## src/rtl/tfdec_pkg.sv

```systemverilog
package tfdec_pkg;
    localparam int IDXW = 4;

    typedef enum logic [1:0] {
        PTR_EVEN = 2'd0,
        PTR_ODD  = 2'd1,
        PTR_TAIL = 2'd2
    } ptr_e;

    typedef enum logic [1:0] {
        ACC_NONE      = 2'd0,
        ACC_REG       = 2'd1,
        ACC_DATA_EVEN = 2'd2,
        ACC_DATA_ODD  = 2'd3
    } acc_e;

    typedef struct packed {
        acc_e            kind;
        logic [IDXW-1:0] idx;
    } dec_s;

    typedef struct packed {
        ptr_e ptr;
    } seq_s;
endpackage

```

## src/rtl/tfdec_decode.sv

```systemverilog
module tfdec_decode
    import tfdec_pkg::*;
#(
    parameter int AW = 11
) (
    input  logic [AW-1:0] addr,
    input  logic          access_ok,
    input  logic          is_read,
    input  logic          wide,
    input  logic          hi_only,
    output dec_s          dec
);
    localparam int OFFW = 4;

    logic            win;
    logic [OFFW-1:0] off;
    logic            unused_mid;

    assign win        = addr[AW-1];
    assign off        = win ? {3'b100, addr[0]} : addr[OFFW-1:0];
    assign unused_mid = ^addr[AW-2:OFFW];

    always_comb begin
        dec.kind = ACC_NONE;
        dec.idx  = '0;
        if (access_ok) begin
            if (!win && wide && off[OFFW-1:1] == '0) begin
                dec.kind = ACC_DATA_EVEN;
            end else begin
                case (off)
                    4'h0: begin
                        if (hi_only) begin
                            dec.kind = ACC_REG;
                            dec.idx  = IDXW'(1);
                        end else begin
                            dec.kind = ACC_DATA_EVEN;
                        end
                    end
                    4'h8: dec.kind = ACC_DATA_EVEN;
                    4'h9: dec.kind = ACC_DATA_ODD;
                    4'h1, 4'h2, 4'h3, 4'h4, 4'h5, 4'h6, 4'h7, 4'hE: begin
                        dec.kind = ACC_REG;
                        dec.idx  = off;
                    end
                    4'hD: begin
                        dec.kind = ACC_REG;
                        dec.idx  = IDXW'(1);
                    end
                    4'hF: begin
                        if (is_read) begin
                            dec.kind = ACC_REG;
                            dec.idx  = off;
                        end
                    end
                    default: ;
                endcase
            end
        end
    end
endmodule

```

## src/rtl/tfdec_byteseq.sv

```systemverilog
module tfdec_byteseq
    import tfdec_pkg::*;
(
    input  logic clk,
    input  logic rst,
    input  logic go,
    input  logic word,
    input  logic odd_port,
    output logic lane_odd,
    output logic err,
    output logic ptr_odd
);
    seq_s seq_d, seq_q;

    always_comb begin
        seq_d    = seq_q;
        lane_odd = 1'b0;
        err      = 1'b0;
        if (go) begin
            if (word) begin
                seq_d.ptr = PTR_EVEN;
            end else if (!odd_port) begin
                case (seq_q.ptr)
                    PTR_EVEN: seq_d.ptr = PTR_ODD;
                    PTR_ODD: begin
                        lane_odd  = 1'b1;
                        seq_d.ptr = PTR_EVEN;
                    end
                    default: seq_d.ptr = PTR_EVEN;
                endcase
            end else begin
                case (seq_q.ptr)
                    PTR_TAIL: err = 1'b1;
                    PTR_ODD: begin
                        lane_odd  = 1'b1;
                        seq_d.ptr = PTR_EVEN;
                    end
                    default: begin
                        lane_odd  = 1'b1;
                        seq_d.ptr = PTR_TAIL;
                    end
                endcase
            end
        end
    end

    always_ff @(posedge clk) begin
        if (rst) seq_q <= '{ptr: PTR_EVEN};
        else     seq_q <= seq_d;
    end

    assign ptr_odd = (seq_q.ptr == PTR_ODD);


    repeat_odd_hold_chk: assert property (@(posedge clk) disable iff (rst)
        (err && !rst) |=> (seq_q.ptr == $past(seq_q.ptr)));


    word_realign_chk: assert property (@(posedge clk) disable iff (rst)
        (go && word && !rst) |=> (seq_q.ptr == PTR_EVEN));


    odd_first_chk: assert property (@(posedge clk) disable iff (rst)
        (go && !word && odd_port && seq_q.ptr == PTR_EVEN && !rst) |=> (seq_q.ptr == PTR_TAIL));
endmodule

```

## src/rtl/tfdec_lanes.sv

```systemverilog
module tfdec_lanes #(
    parameter int DW = 16
) (
    input  logic          lo_sel,
    input  logic          is_reg,
    input  logic          lane_odd,
    input  logic          word_xfer,
    input  logic          drive,
    input  logic          tf_wen,
    input  logic          buf_wen,
    input  logic [DW-1:0] host_wdata,
    input  logic [DW-1:0] buf_rdata,
    input  logic [DW/2-1:0] tf_rdata,
    output logic [DW-1:0] host_rdata,
    output logic [DW/2-1:0] tf_wdata,
    output logic [DW-1:0] buf_wdata
);
    localparam int BW = DW / 2;

    logic [BW-1:0] rd_byte;
    logic [BW-1:0] wr_byte;
    logic [BW-1:0] buf_lane [2];

    for (genvar g = 0; g < 2; g++) begin : g_lane
        assign buf_lane[g] = buf_rdata[g*BW +: BW];
    end

    assign rd_byte = is_reg ? tf_rdata : buf_lane[lane_odd];
    assign wr_byte = lo_sel ? host_wdata[BW-1:0] : host_wdata[DW-1:BW];

    always_comb begin
        host_rdata = '0;
        if (drive) begin
            if (word_xfer)   host_rdata = buf_rdata;
            else if (lo_sel) host_rdata = {{BW{1'b0}}, rd_byte};
            else             host_rdata = {rd_byte, {BW{1'b0}}};
        end
    end

    assign tf_wdata  = tf_wen ? wr_byte : '0;
    assign buf_wdata = !buf_wen ? '0 : (word_xfer ? host_wdata : {wr_byte, wr_byte});
endmodule

```

## src/rtl/tfdec_top.sv

```systemverilog
module tfdec_top
    import tfdec_pkg::*;
#(
    parameter int AW = 11,
    parameter int DW = 16
) (
    input  logic            clk,
    input  logic            rst,
    input  logic            reg_sel_n,
    input  logic [AW-1:0]   addr,
    input  logic            ce_lo_n,
    input  logic            ce_hi_n,
    input  logic            oe_n,
    input  logic            we_n,
    input  logic [DW-1:0]   host_wdata,
    output logic [DW-1:0]   host_rdata,
    output logic            host_rdrv,
    output logic [3:0]      tf_idx,
    output logic            tf_rd,
    output logic            tf_wr,
    output logic [DW/2-1:0] tf_wdata,
    input  logic [DW/2-1:0] tf_rdata,
    output logic            buf_rd,
    output logic            buf_wr,
    output logic            buf_word,
    output logic            buf_odd,
    output logic [DW-1:0]   buf_wdata,
    input  logic [DW-1:0]   buf_rdata,
    output logic            ptr_odd,
    output logic            seq_err
);
    logic access_ok, is_read, wide, hi_only;
    logic is_data, is_reg, lane_odd, err, buf_go;
    dec_s dec;

    assign wide      = !ce_lo_n && !ce_hi_n;
    assign hi_only   = ce_lo_n && !ce_hi_n;
    assign is_read   = !oe_n;
    assign access_ok = reg_sel_n && (!ce_lo_n || !ce_hi_n) && (oe_n != we_n);

    tfdec_decode #(.AW(AW)) u_dec (
        .addr(addr), .access_ok(access_ok), .is_read(is_read),
        .wide(wide), .hi_only(hi_only), .dec(dec)
    );

    assign is_data = (dec.kind == ACC_DATA_EVEN) || (dec.kind == ACC_DATA_ODD);
    assign is_reg  = (dec.kind == ACC_REG);

    tfdec_byteseq u_seq (
        .clk(clk), .rst(rst), .go(is_data), .word(wide),
        .odd_port(dec.kind == ACC_DATA_ODD),
        .lane_odd(lane_odd), .err(err), .ptr_odd(ptr_odd)
    );

    assign buf_go    = is_data && !err;
    assign buf_rd    = buf_go && is_read;
    assign buf_wr    = buf_go && !is_read;
    assign buf_word  = buf_go && wide;
    assign buf_odd   = buf_go && !wide && lane_odd;
    assign tf_rd     = is_reg && is_read;
    assign tf_wr     = is_reg && !is_read;
    assign tf_idx    = is_reg ? dec.idx : '0;
    assign host_rdrv = tf_rd || buf_rd;
    assign seq_err   = err;

    tfdec_lanes #(.DW(DW)) u_lanes (
        .lo_sel(!ce_lo_n), .is_reg(is_reg), .lane_odd(lane_odd),
        .word_xfer(buf_word), .drive(host_rdrv), .tf_wen(tf_wr),
        .buf_wen(buf_wr), .host_wdata(host_wdata), .buf_rdata(buf_rdata),
        .tf_rdata(tf_rdata), .host_rdata(host_rdata), .tf_wdata(tf_wdata),
        .buf_wdata(buf_wdata)
    );


    idle_bus_chk: assert property (@(posedge clk) disable iff (rst)
        !reg_sel_n |-> !(tf_rd || tf_wr || buf_rd || buf_wr || host_rdrv));


    single_target_chk: assert property (@(posedge clk) disable iff (rst)
        $onehot0({tf_rd, tf_wr, buf_rd, buf_wr}));


    no_drive_on_write_chk: assert property (@(posedge clk) disable iff (rst)
        oe_n |-> !host_rdrv);


    err_quiet_chk: assert property (@(posedge clk) disable iff (rst)
        seq_err |-> !(buf_rd || buf_wr || host_rdrv));
endmodule

```

## config.mk

```make
export PLATFORM = sky130hd
export DESIGN_NAME = tfdec_top
export DESIGN_NICKNAME = d
export VERILOG_FILES = /design/src/rtl/tfdec_pkg.sv /design/src/rtl/tfdec_decode.sv /design/src/rtl/tfdec_byteseq.sv /design/src/rtl/tfdec_lanes.sv /design/src/rtl/tfdec_top.sv
export SDC_FILE = /design/constraint.sdc
export NUM_CORES = 1
export LEC_CHECK = 0
export BUFFER_PORTS_ARGS = -buffer_cell sky130_fd_sc_hd__buf_2
export CAP_MARGIN = 20
export CORE_ASPECT_RATIO = 1.25
export CORE_MARGIN = 10
export CORE_UTILIZATION = 30
export CTS_BUF_LIST = sky130_fd_sc_hd__clkbuf_2 sky130_fd_sc_hd__clkbuf_4 sky130_fd_sc_hd__clkbuf_8
export DETAILED_ROUTE_END_ITERATION = 7
export SYNTH_ARGS = -nofsm -noshare
export SYNTH_HDL_FRONTEND = slang
export SYNTH_SLANG_ARGS = --single-unit
```

## constraint.sdc

```tcl
create_clock -name clk -period 2.9 [get_ports clk]
set_clock_uncertainty 0.15 [all_clocks]
set_input_delay 0.145 -clock clk [delete_from_list [all_inputs] [get_ports clk]]
set_output_delay 0.145 -clock clk [all_outputs]
set_load 0.01 [all_outputs]
```

==> results of run 1 <==
==> area by class of cell <==
| cell class | count | area (um2) | share of cell area, % |
|---|---|---|---|
| multi-input combinational | 180 | 1200 | 59.9 |
| timing repair buffer | 114 | 598 | 29.8 |
| tap | 58 | 72.6 | 3.62 |
| inverter | 14 | 52.6 | 2.62 |
| clock buffer | 3 | 41.3 | 2.06 |
| sequential | 2 | 40.0 | 2.00 |
==> worst register-to-register path, cell delays in order (launching register included) <==
cell and delay, ns:
dfxtp_1 0.37, nor4_1 0.29, a22oi_1 0.10, nor2_1 0.10
==> metal layers <==
metal  vias up  global-route usage [%]
li1        979                       -
met1       898                    15.0
met2        48                    26.1
met3         0                    3.26
met4         0                    1.88
met5         -                       0
==> metrics by stage <==
stage               hold WS (ns)  cell area (um2)  setup slack (ns)  power [mW]
floorplan                 0.0674             1390             0.674       0.179
global placement           0.176             1950             0.327       0.258
detailed placement         0.183             1950             0.302       0.261
CTS                        0.400             2010             0.295       0.374
global route               0.422             2010            0.0958       0.399
finish                     0.404             2010             0.286       0.370
==> final timing paths <==
path | start | to | slack [ns] | cells past startpoint
setup / recovery | addr[10] | host_rdata[14] | 0.29 | 9
setup reg to reg | u_seq.seq_q[0] | u_seq.seq_q[0] | 1.83 | 3
hold reg to reg | u_seq.seq_q[1] | u_seq.seq_q[1] | 0.40 | 2
hold / removal | u_seq.seq_q[1] | u_seq.seq_q[1] | 0.40 | 2
==> power by group through the flow <==
stage / clock [mW] / sequential [mW] / combinational (mW)
2_1_floorplan: 0 / 0.0312 / 0.148
3_3_place_gp: 0 / 0.0317 / 0.226
3_5_place_dp: 0 / 0.0318 / 0.229
4_1_cts: 0.111 / 0.0316 / 0.231
5_1_grt: 0.114 / 0.0317 / 0.254
6_report: 0.108 / 0.0316 / 0.230
==> what timing repair did <==
item / CTS / global route
hold buffers: 1 / 0
buffers inserted: 0 / 0
endpoints found under the hold margin: 2 / 0
==> kinds of logic (layout without fill, tap and decap cells) <==
group	after synthesis	in the layout
buf+inv	29	131
flops	2	2
mux	16	16
xor+xnor	2	2
simple gates	106	106
compound gates	56	56
==> cells in the mapped netlist, types with 2 or more instances <==
cell type | count | area, um2
a21o_1 | 2 | 15.0
a21oi_1 | 6 | 30.0
a2bb2oi_1 | 14 | 123
and3_1 | 10 | 62.6
buf_2 | 7 | 35.0
buf_4 | 3 | 22.5
buf_6 | 2 | 22.5
clkbuf_1 | 3 | 11.3
dfxtp_1 | 2 | 40.0
inv_1 | 14 | 52.6
mux2i_1 | 16 | 160
nand2_1 | 26 | 97.6
nand2b_1 | 2 | 12.5
nand3_1 | 8 | 40.0
nand3b_1 | 2 | 15.0
nor2_1 | 33 | 124
nor2b_1 | 2 | 12.5
nor3_1 | 5 | 25.0
nor3b_1 | 2 | 15.0
nor4_1 | 2 | 12.5
nor4_2 | 3 | 37.5
o211ai_1 | 7 | 52.6
o21ai_0 | 7 | 35.0
o21ai_2 | 2 | 17.5
or2_2 | 2 | 12.5
xnor2_1 | 2 | 17.5
==> impl_metrics.env, run 1 <==
export IMPL_ios=111
export IMPL_critical_path_arrival_ns=2.32
export IMPL_largest_register_ffs=2
export IMPL_clock_latency_ns=0.21
export IMPL_setup_viol=0
export IMPL_synth_ff_type="dfxtp_1"
export IMPL_cap_violations=0
export IMPL_die_h_um=96.0
export IMPL_drt_iter0_drc=74
export IMPL_yosysSeqAreaShare_pct=2.89
export IMPL_fin_nets=373
export IMPL_max_stage_delay_ns=0.53
export IMPL_postSynth_asyncResetShare_pct=0
export IMPL_relSlewSlack_pct=67.8
export IMPL_ys_ff_latch=2
export IMPL_start_util_pct=31.3
export IMPL_dp_cells=367
export IMPL_power_density_nw_per_um2=184
export IMPL_cp_common_cell="buf_2"
export IMPL_antenna_found_initial=0
export IMPL_place_hpwl_mm=4.69
export IMPL_portBuffers=104
export IMPL_drtAntennaViolNets=0
export IMPL_n_antenna_cell=0
export IMPL_core_area_um2=4430
export IMPL_fin_tns_setup_ns=0
export IMPL_slew_violations=0
export IMPL_cp_end_kind="primary output"
export IMPL_hold_viol=0
export IMPL_synth_top_family_by_area="simple AND/OR/NAND/NOR gates"
export IMPL_wl_met1_mm=2.36
export IMPL_rsz0062_at_grt="no"
export IMPL_root_buffer="clkbuf_8"
export IMPL_num_fill_cells=478
export IMPL_fp_dieW_um=80.8
export IMPL_synth_xor_area_share_pct=1.26
export IMPL_post_route_period_util_pct=90.1
export IMPL_first_pass_iters=4
export IMPL_power_switching_mw=0.148
export IMPL_fmax_ghz=0.383
export IMPL_die_area_um2=7750
export IMPL_gp_congestion=0.833
export IMPL_synth_distinct_cells=53
export IMPL_leakage_nw=1.09
export IMPL_met2WireLength_mm=3.09
export IMPL_grt_total_usage_pct=13.7
export IMPL_remaining_drc_errors=0
export IMPL_syn_nets=269
export IMPL_min_path_type="reg2reg"
export IMPL_fin_cells=371
export IMPL_crit_path_top_delay_cell="or4_4"
export IMPL_netlist_area_um2=1390
export IMPL_grt_pass1_wl_mm=9.00
export IMPL_htree_num_levels=1
export IMPL_path_cells="buf_2 > and4b_1 > a22o_1 > or4_4 > nand4_2 > buf_4 > and3_1 > a2bb2oi_1 > buf_2"
export IMPL_wl_per_cell_um=15.7
export IMPL_grt_max_degree=25
export IMPL_fin_util_pct=45.3
export IMPL_critPathRequiredTime_ns=2.61
export IMPL_synthAdderAreaFrac_pct=0
export IMPL_synthMuxAreaShare_pct=11.6
export IMPL_wl_met3_um=357
export IMPL_dr_max_layer_used="met3"
export IMPL_synth_cells=211
export IMPL_syn_to_final_growth_pct=44.8
export IMPL_tritoncts="built"
export IMPL_clkPwrFrac_pct=29.2
export IMPL_swShare_pct=39.9
export IMPL_yosysWarnings=0
export IMPL_clockBufferDepth=2
export IMPL_viasPerCell=5.19
export IMPL_layout_commonest_cell="buf_2"
export IMPL_synth_compound_area_share_pct=34.1
export IMPL_synth_avg_cell_area_um2=6.56
export IMPL_worst_pin_slew_ns=0.479
export IMPL_worstPathMaxFanout=24
export IMPL_drive_gt1_share_pct=42.2
export IMPL_rows=27
export IMPL_cts_made_buffers=3
export IMPL_max_vdd_ir_drop_v=0.0000869
export IMPL_crit_buf_inv=3
export IMPL_power_internal_mw=0.222
export IMPL_cpLargestDelayFamily="simple AND/OR/NAND/NOR gates"
export IMPL_p_comb_share_pct=62.2
export IMPL_finalCriticalPeriod_ns=2.61
export IMPL_clock_sinks=2
export IMPL_gr_total_overflow=0
export IMPL_regMostFlops="u_seq.seq_q"
export IMPL_cts_resized=0
export IMPL_seqPwrFrac_pct=8.6
export IMPL_status="complete, no violations"
export IMPL_wl_mm=5.81
export IMPL_synthSimpleGateAreaFrac_pct=39.7
export IMPL_grt_pass1_vias=1944
export IMPL_clk_pin_slew_ns=0.03
export IMPL_via_count=1925
export IMPL_worstSetupPathType="in2out"
export IMPL_top_regs="u_seq.seq_q x2"
export IMPL_start_kind="input port"
export IMPL_synth_edff_count=0
export IMPL_final_cell_mix="buf_2, nor2_1, nand2_1"
Power figures use the tool's default switching activity.
==> run 2: changes to the inputs <==
--- a/config.mk
+++ b/config.mk
@@ -7,11 +7,14 @@
 export LEC_CHECK = 0
 export BUFFER_PORTS_ARGS = -buffer_cell sky130_fd_sc_hd__buf_2
 export CAP_MARGIN = 20
+export CELL_PAD_IN_SITES_DETAIL_PLACEMENT = 1
+export CELL_PAD_IN_SITES_GLOBAL_PLACEMENT = 2
 export CORE_ASPECT_RATIO = 1.25
 export CORE_MARGIN = 10
-export CORE_UTILIZATION = 30
+export CORE_UTILIZATION = 20
 export CTS_BUF_LIST = sky130_fd_sc_hd__clkbuf_2 sky130_fd_sc_hd__clkbuf_4 sky130_fd_sc_hd__clkbuf_8
 export DETAILED_ROUTE_END_ITERATION = 7
+export PLACE_DENSITY_LB_ADDON = 0.1
 export SYNTH_ARGS = -nofsm -noshare
 export SYNTH_HDL_FRONTEND = slang
 export SYNTH_SLANG_ARGS = --single-unit
==> constraint.sdc (replaced) <==
create_clock -name clk -period 2.9 [get_ports clk]
set_clock_uncertainty 0.15 [all_clocks]
set_input_delay 0.145 -clock clk [delete_from_list [all_inputs] [get_ports clk]]
set_output_delay 0.145 -clock clk [all_outputs]
set_load 0.02 [all_outputs]
==> impl_metrics.env, run 2 (synthesis gave the netlist of run 1 again) <==
export IMPL_cts_resized=0
export IMPL_finalCriticalPeriod_ns=2.68
export IMPL_top_regs="u_seq.seq_q x2"
export IMPL_worstSetupPathType="in2out"
export IMPL_ios=111
export IMPL_largest_register_ffs=2
export IMPL_root_buffer="clkbuf_8"
export IMPL_clkPwrFrac_pct=28.2
export IMPL_cp_common_cell="buf_2"
export IMPL_via_count=1946
export IMPL_tritoncts="built"
export IMPL_remaining_drc_errors=0
export IMPL_clk_pin_slew_ns=0.03
export IMPL_htree_num_levels=1
export IMPL_fmax_ghz=0.374
export IMPL_rows=33
export IMPL_worstPathMaxFanout=12
export IMPL_cap_violations=0
export IMPL_clock_sinks=2
export IMPL_setup_viol=0
export IMPL_rsz0062_at_grt="no"
export IMPL_min_path_type="reg2reg"
export IMPL_start_util_pct=20.8
export IMPL_viasPerCell=4.85
export IMPL_place_hpwl_mm=5.64
export IMPL_first_pass_iters=4
export IMPL_relSlewSlack_pct=66.7
export IMPL_slew_violations=0
export IMPL_gr_total_overflow=0
export IMPL_critPathRequiredTime_ns=2.61
export IMPL_drtAntennaViolNets=0
export IMPL_grt_pass1_wl_mm=11.0
export IMPL_post_route_period_util_pct=92.3
export IMPL_p_comb_share_pct=63.6
export IMPL_start_kind="input port"
export IMPL_final_cell_mix="buf_2, nor2_1, nand2_1"
export IMPL_antenna_found_initial=0
export IMPL_die_area_um2=10700
export IMPL_grt_pass1_vias=2139
export IMPL_worst_hold_slack_ns=0.411
export IMPL_swShare_pct=42.2
export IMPL_hold_viol=0
export IMPL_num_fill_cells=894
export IMPL_n_antenna_cell=0
export IMPL_wl_mm=6.88
export IMPL_syn_to_final_growth_pct=48.9
export IMPL_fin_tns_setup_ns=0
export IMPL_clock_latency_ns=0.21
export IMPL_die_h_um=113
export IMPL_portBuffers=104
export IMPL_max_stage_delay_ns=0.43
export IMPL_leakage_nw=1.10
export IMPL_drt_iter0_drc=45
export IMPL_regMostFlops="u_seq.seq_q"
export IMPL_power_switching_mw=0.163
export IMPL_power_density_nw_per_um2=188
export IMPL_fin_util_pct=31.0
export IMPL_max_vdd_ir_drop_v=0.000133
export IMPL_gp_congestion=0.772
export IMPL_dp_cells=397
export IMPL_fin_nets=374
export IMPL_grt_max_degree=25
export IMPL_power_internal_mw=0.224
export IMPL_core_area_um2=6650
export IMPL_status="complete, no violations"
export IMPL_path_cells="buf_2 > nor4_2 > a22o_1 > o32a_1 > nand2_1 > and3_1 > a2bb2oi_1 > buf_2"
export IMPL_dpl_worst_slack_ns=0.234
export IMPL_worst_pin_slew_ns=0.500
export IMPL_grt_total_usage_pct=12.4
export IMPL_seqPwrFrac_pct=8.2
export IMPL_wl_per_cell_um=17.2
export IMPL_clockBufferDepth=2
export IMPL_drive_gt1_share_pct=42.4
export IMPL_crit_path_top_delay_cell="nor4_2"
export IMPL_cp_end_kind="primary output"
export IMPL_fp_dieW_um=94.4
export IMPL_fin_ws_ns=0.225
export IMPL_fin_cells=401
export IMPL_layout_commonest_cell="buf_2"
export IMPL_critical_path_arrival_ns=2.38
export IMPL_cts_made_buffers=3
## run 2: final timing paths
check	depth (start not counted)	from	endpoint	slack, ns
max	8	addr[2]	host_rdata[8]	0.22
min	2	u_seq.seq_q[1]	u_seq.seq_q[1]	0.41
max reg2reg	3	u_seq.seq_q[0]	u_seq.seq_q[0]	1.84
min reg2reg	2	u_seq.seq_q[1]	u_seq.seq_q[1]	0.41
## run 2: repair_timing
item / CTS / global route
endpoints found under the hold margin: 2 / 0
hold buffers: 1 / 0
setup buffers: 0 / 0
## run 2: metal layers
layer / wire length (um) / vias to the layer above / track usage [%]
met2: 3700 / 56 / 22.9
met5: 0 / - / 0
met1: 2660 / 906 / 13.6
met3: 490 / 7 / 3.77
met4: 35 / 0 / 1.52
li1: - / 977 / -
## run 2: worst max-delay path, delay by kind of cell
kind | cells | cell delay [ns]
AND/OR/NAND/NOR | 3 | 1.06
buffers and inverters | 2 | 0.33
AO/OA/AOI/OAI | 3 | 0.84
## run 2: cell type report
type / count / area (um2) / area share, %
sequential: 2 / 40.0 / 1.94
tap: 87 / 109 / 5.28
clock buffer: 3 / 41.3 / 2.00
multi-input combinational: 180 / 1200 / 58.3
inverter: 14 / 52.6 / 2.55
timing repair buffer: 115 / 618 / 30.0
## run 2: power groups by stage
stage | Combinational [mW] | Clock (mW) | Sequential, mW
floorplan | 0.159 | 0 | 0.0312
global placement | 0.246 | 0 | 0.0321
detailed placement | 0.248 | 0 | 0.0322
CTS | 0.250 | 0.113 | 0.0319
global route | 0.273 | 0.117 | 0.0322
finish | 0.246 | 0.109 | 0.0317
## run 2: metrics by stage
stage	total power [mW]	cell area [um2]
finish	0.387	2060
global route	0.422	2060
CTS	0.395	2060
detailed placement	0.280	2010
global placement	0.279	2010
floorplan	0.190	1390
==> run 3: changes to the inputs <==
--- a/config.mk
+++ b/config.mk
@@ -7,11 +7,11 @@
 export LEC_CHECK = 0
 export BUFFER_PORTS_ARGS = -buffer_cell sky130_fd_sc_hd__buf_2
 export CAP_MARGIN = 20
-export CELL_PAD_IN_SITES_DETAIL_PLACEMENT = 1
-export CELL_PAD_IN_SITES_GLOBAL_PLACEMENT = 2
+export CELL_PAD_IN_SITES_DETAIL_PLACEMENT = 0
+export CELL_PAD_IN_SITES_GLOBAL_PLACEMENT = 1
 export CORE_ASPECT_RATIO = 1.25
 export CORE_MARGIN = 10
-export CORE_UTILIZATION = 20
+export CORE_UTILIZATION = 28
 export CTS_BUF_LIST = sky130_fd_sc_hd__clkbuf_2 sky130_fd_sc_hd__clkbuf_4 sky130_fd_sc_hd__clkbuf_8
 export DETAILED_ROUTE_END_ITERATION = 7
 export PLACE_DENSITY_LB_ADDON = 0.1
==> impl_metrics.env, run 3 (synthesis gave the netlist of run 1 again) <==
export IMPL_cap_violations=0
export IMPL_slew_violations=0
export IMPL_viasPerCell=5.13
export IMPL_clockBufferDepth=2
export IMPL_drtAntennaViolNets=0
export IMPL_drive_gt1_share_pct=42.2
export IMPL_tritoncts="built"
export IMPL_portBuffers=104
export IMPL_power_switching_mw=0.159
export IMPL_gr_total_overflow=0
export IMPL_grt_pass1_vias=1991
export IMPL_worst_hold_slack_ns=0.414
export IMPL_top_regs="u_seq.seq_q x2"
export IMPL_fmax_ghz=0.368
export IMPL_die_area_um2=8180
export IMPL_largest_register_ffs=2
export IMPL_place_hpwl_mm=4.94
export IMPL_hold_viol=0
export IMPL_crit_path_top_delay_cell="nor4_2"
export IMPL_finalCriticalPeriod_ns=2.71
export IMPL_fin_ws_ns=0.186
export IMPL_critical_path_arrival_ns=2.42
export IMPL_dpl_worst_slack_ns=0.193
export IMPL_htree_num_levels=1
export IMPL_layout_commonest_cell="buf_2"
export IMPL_clock_latency_ns=0.21
export IMPL_seqPwrFrac_pct=8.4
export IMPL_root_buffer="clkbuf_8"
export IMPL_via_count=1915
export IMPL_ios=111
export IMPL_clk_pin_slew_ns=0.03
export IMPL_cts_made_buffers=3
export IMPL_cts_resized=0
export IMPL_rsz0062_at_grt="no"
export IMPL_core_area_um2=4760
export IMPL_grt_max_degree=25
export IMPL_grt_total_usage_pct=13.7
export IMPL_p_comb_share_pct=62.9
export IMPL_num_fill_cells=559
export IMPL_worst_pin_slew_ns=0.476
export IMPL_status="complete, no violations"
export IMPL_final_cell_mix="buf_2, nor2_1, nand2_1"
export IMPL_relSlewSlack_pct=68.0
export IMPL_fin_nets=373
export IMPL_critPathRequiredTime_ns=2.61
export IMPL_wl_per_cell_um=16.3
export IMPL_postCtsHoldBufs=1
export IMPL_fp_dieW_um=82.9
export IMPL_clock_sinks=2
export IMPL_remaining_drc_errors=0
export IMPL_wl_mm=6.06
export IMPL_gp_congestion=0.774
export IMPL_leakage_nw=1.09
export IMPL_grt_pass1_wl_mm=9.92
export IMPL_fin_area_um2=2010
export IMPL_syn_to_final_growth_pct=45.0
export IMPL_fin_tns_setup_ns=0
export IMPL_cp_common_cell="buf_2"
export IMPL_post_cts_buffers=0
export IMPL_drt_iter0_drc=70
export IMPL_cp_end_kind="primary output"
export IMPL_swShare_pct=41.8
export IMPL_min_path_type="in2reg"
export IMPL_placed_cell_area_um2=1960
export IMPL_start_kind="input port"
export IMPL_power_internal_mw=0.222
export IMPL_antenna_found_initial=0
export IMPL_clkPwrFrac_pct=28.7
export IMPL_die_h_um=98.6
export IMPL_crit_buf_inv=2
export IMPL_worstPathMaxFanout=12
export IMPL_n_antenna_cell=0
export IMPL_report_power_total_mw=0.381
export IMPL_regMostFlops="u_seq.seq_q"
export IMPL_start_util_pct=29.1
export IMPL_max_vdd_ir_drop_v=0.000100
export IMPL_rows=28
export IMPL_worstSetupPathType="in2out"
export IMPL_path_cells="buf_2 > nor4_2 > a22o_1 > o32a_1 > nand2_1 > and3_1 > a2bb2oi_2 > buf_2"
export IMPL_cpLargestDelayFamily="simple AND/OR/NAND/NOR gates"
export IMPL_power_density_nw_per_um2=190
export IMPL_max_stage_delay_ns=0.43
export IMPL_first_pass_iters=4
export IMPL_setup_viol=0
export IMPL_post_route_period_util_pct=93.6
[run 3: metrics by stage]
step,std cells,util [%]
after global placement,369,41.1
after floorplan,211,-
after detailed placement,369,41.1
after CTS,373,42.1
final,373,42.1
after global routing,373,42.1
[run 3: worst register-to-register path, cell delays in order (launching register included)]
cell and delay, ns:
dfxtp_1 0.37, nor4_1 0.29, a22oi_1 0.10, nor2_1 0.09
[run 3: power groups by stage]
stage / clock (mW) / sequential, mW / combinational [mW]
after detailed placement: 0 / 0.0323 / 0.240
after CTS: 0.112 / 0.0319 / 0.242
final: 0.109 / 0.0320 / 0.240
after global routing: 0.114 / 0.0321 / 0.266
after floorplan: 0 / 0.0312 / 0.159
after global placement: 0 / 0.0321 / 0.240
[run 3: area by class of cell]
type	instances	area [um2]	area share (%)
clock buffer	3	41.3	2.06
inverter	14	52.6	2.62
multi-input combinational	180	1200	59.8
sequential	2	40.0	1.99
tap	60	75.1	3.74
timing repair buffer	114	598	29.8
[run 3: metal layers]
metal  GRT usage (%)  vias up  share of wire [%]
met3            3.05        2                6.0
met2            25.5       62                 52
met1            15.7      874                 42
li1                -      977                  -
met4            2.10        0               0.23
met5               0        -                  0
[run 3: path summary, 6_finish.rpt]
check / from / to / slack [ns] / cells past startpoint
max: addr[2] / host_rdata[7] / 0.19 / 8
min reg2reg: u_seq.seq_q[1] / u_seq.seq_q[1] / 0.44 / 2
max reg2reg: u_seq.seq_q[0] / u_seq.seq_q[0] / 1.84 / 3
min: addr[10] / u_seq.seq_q[0] / 0.41 / 5
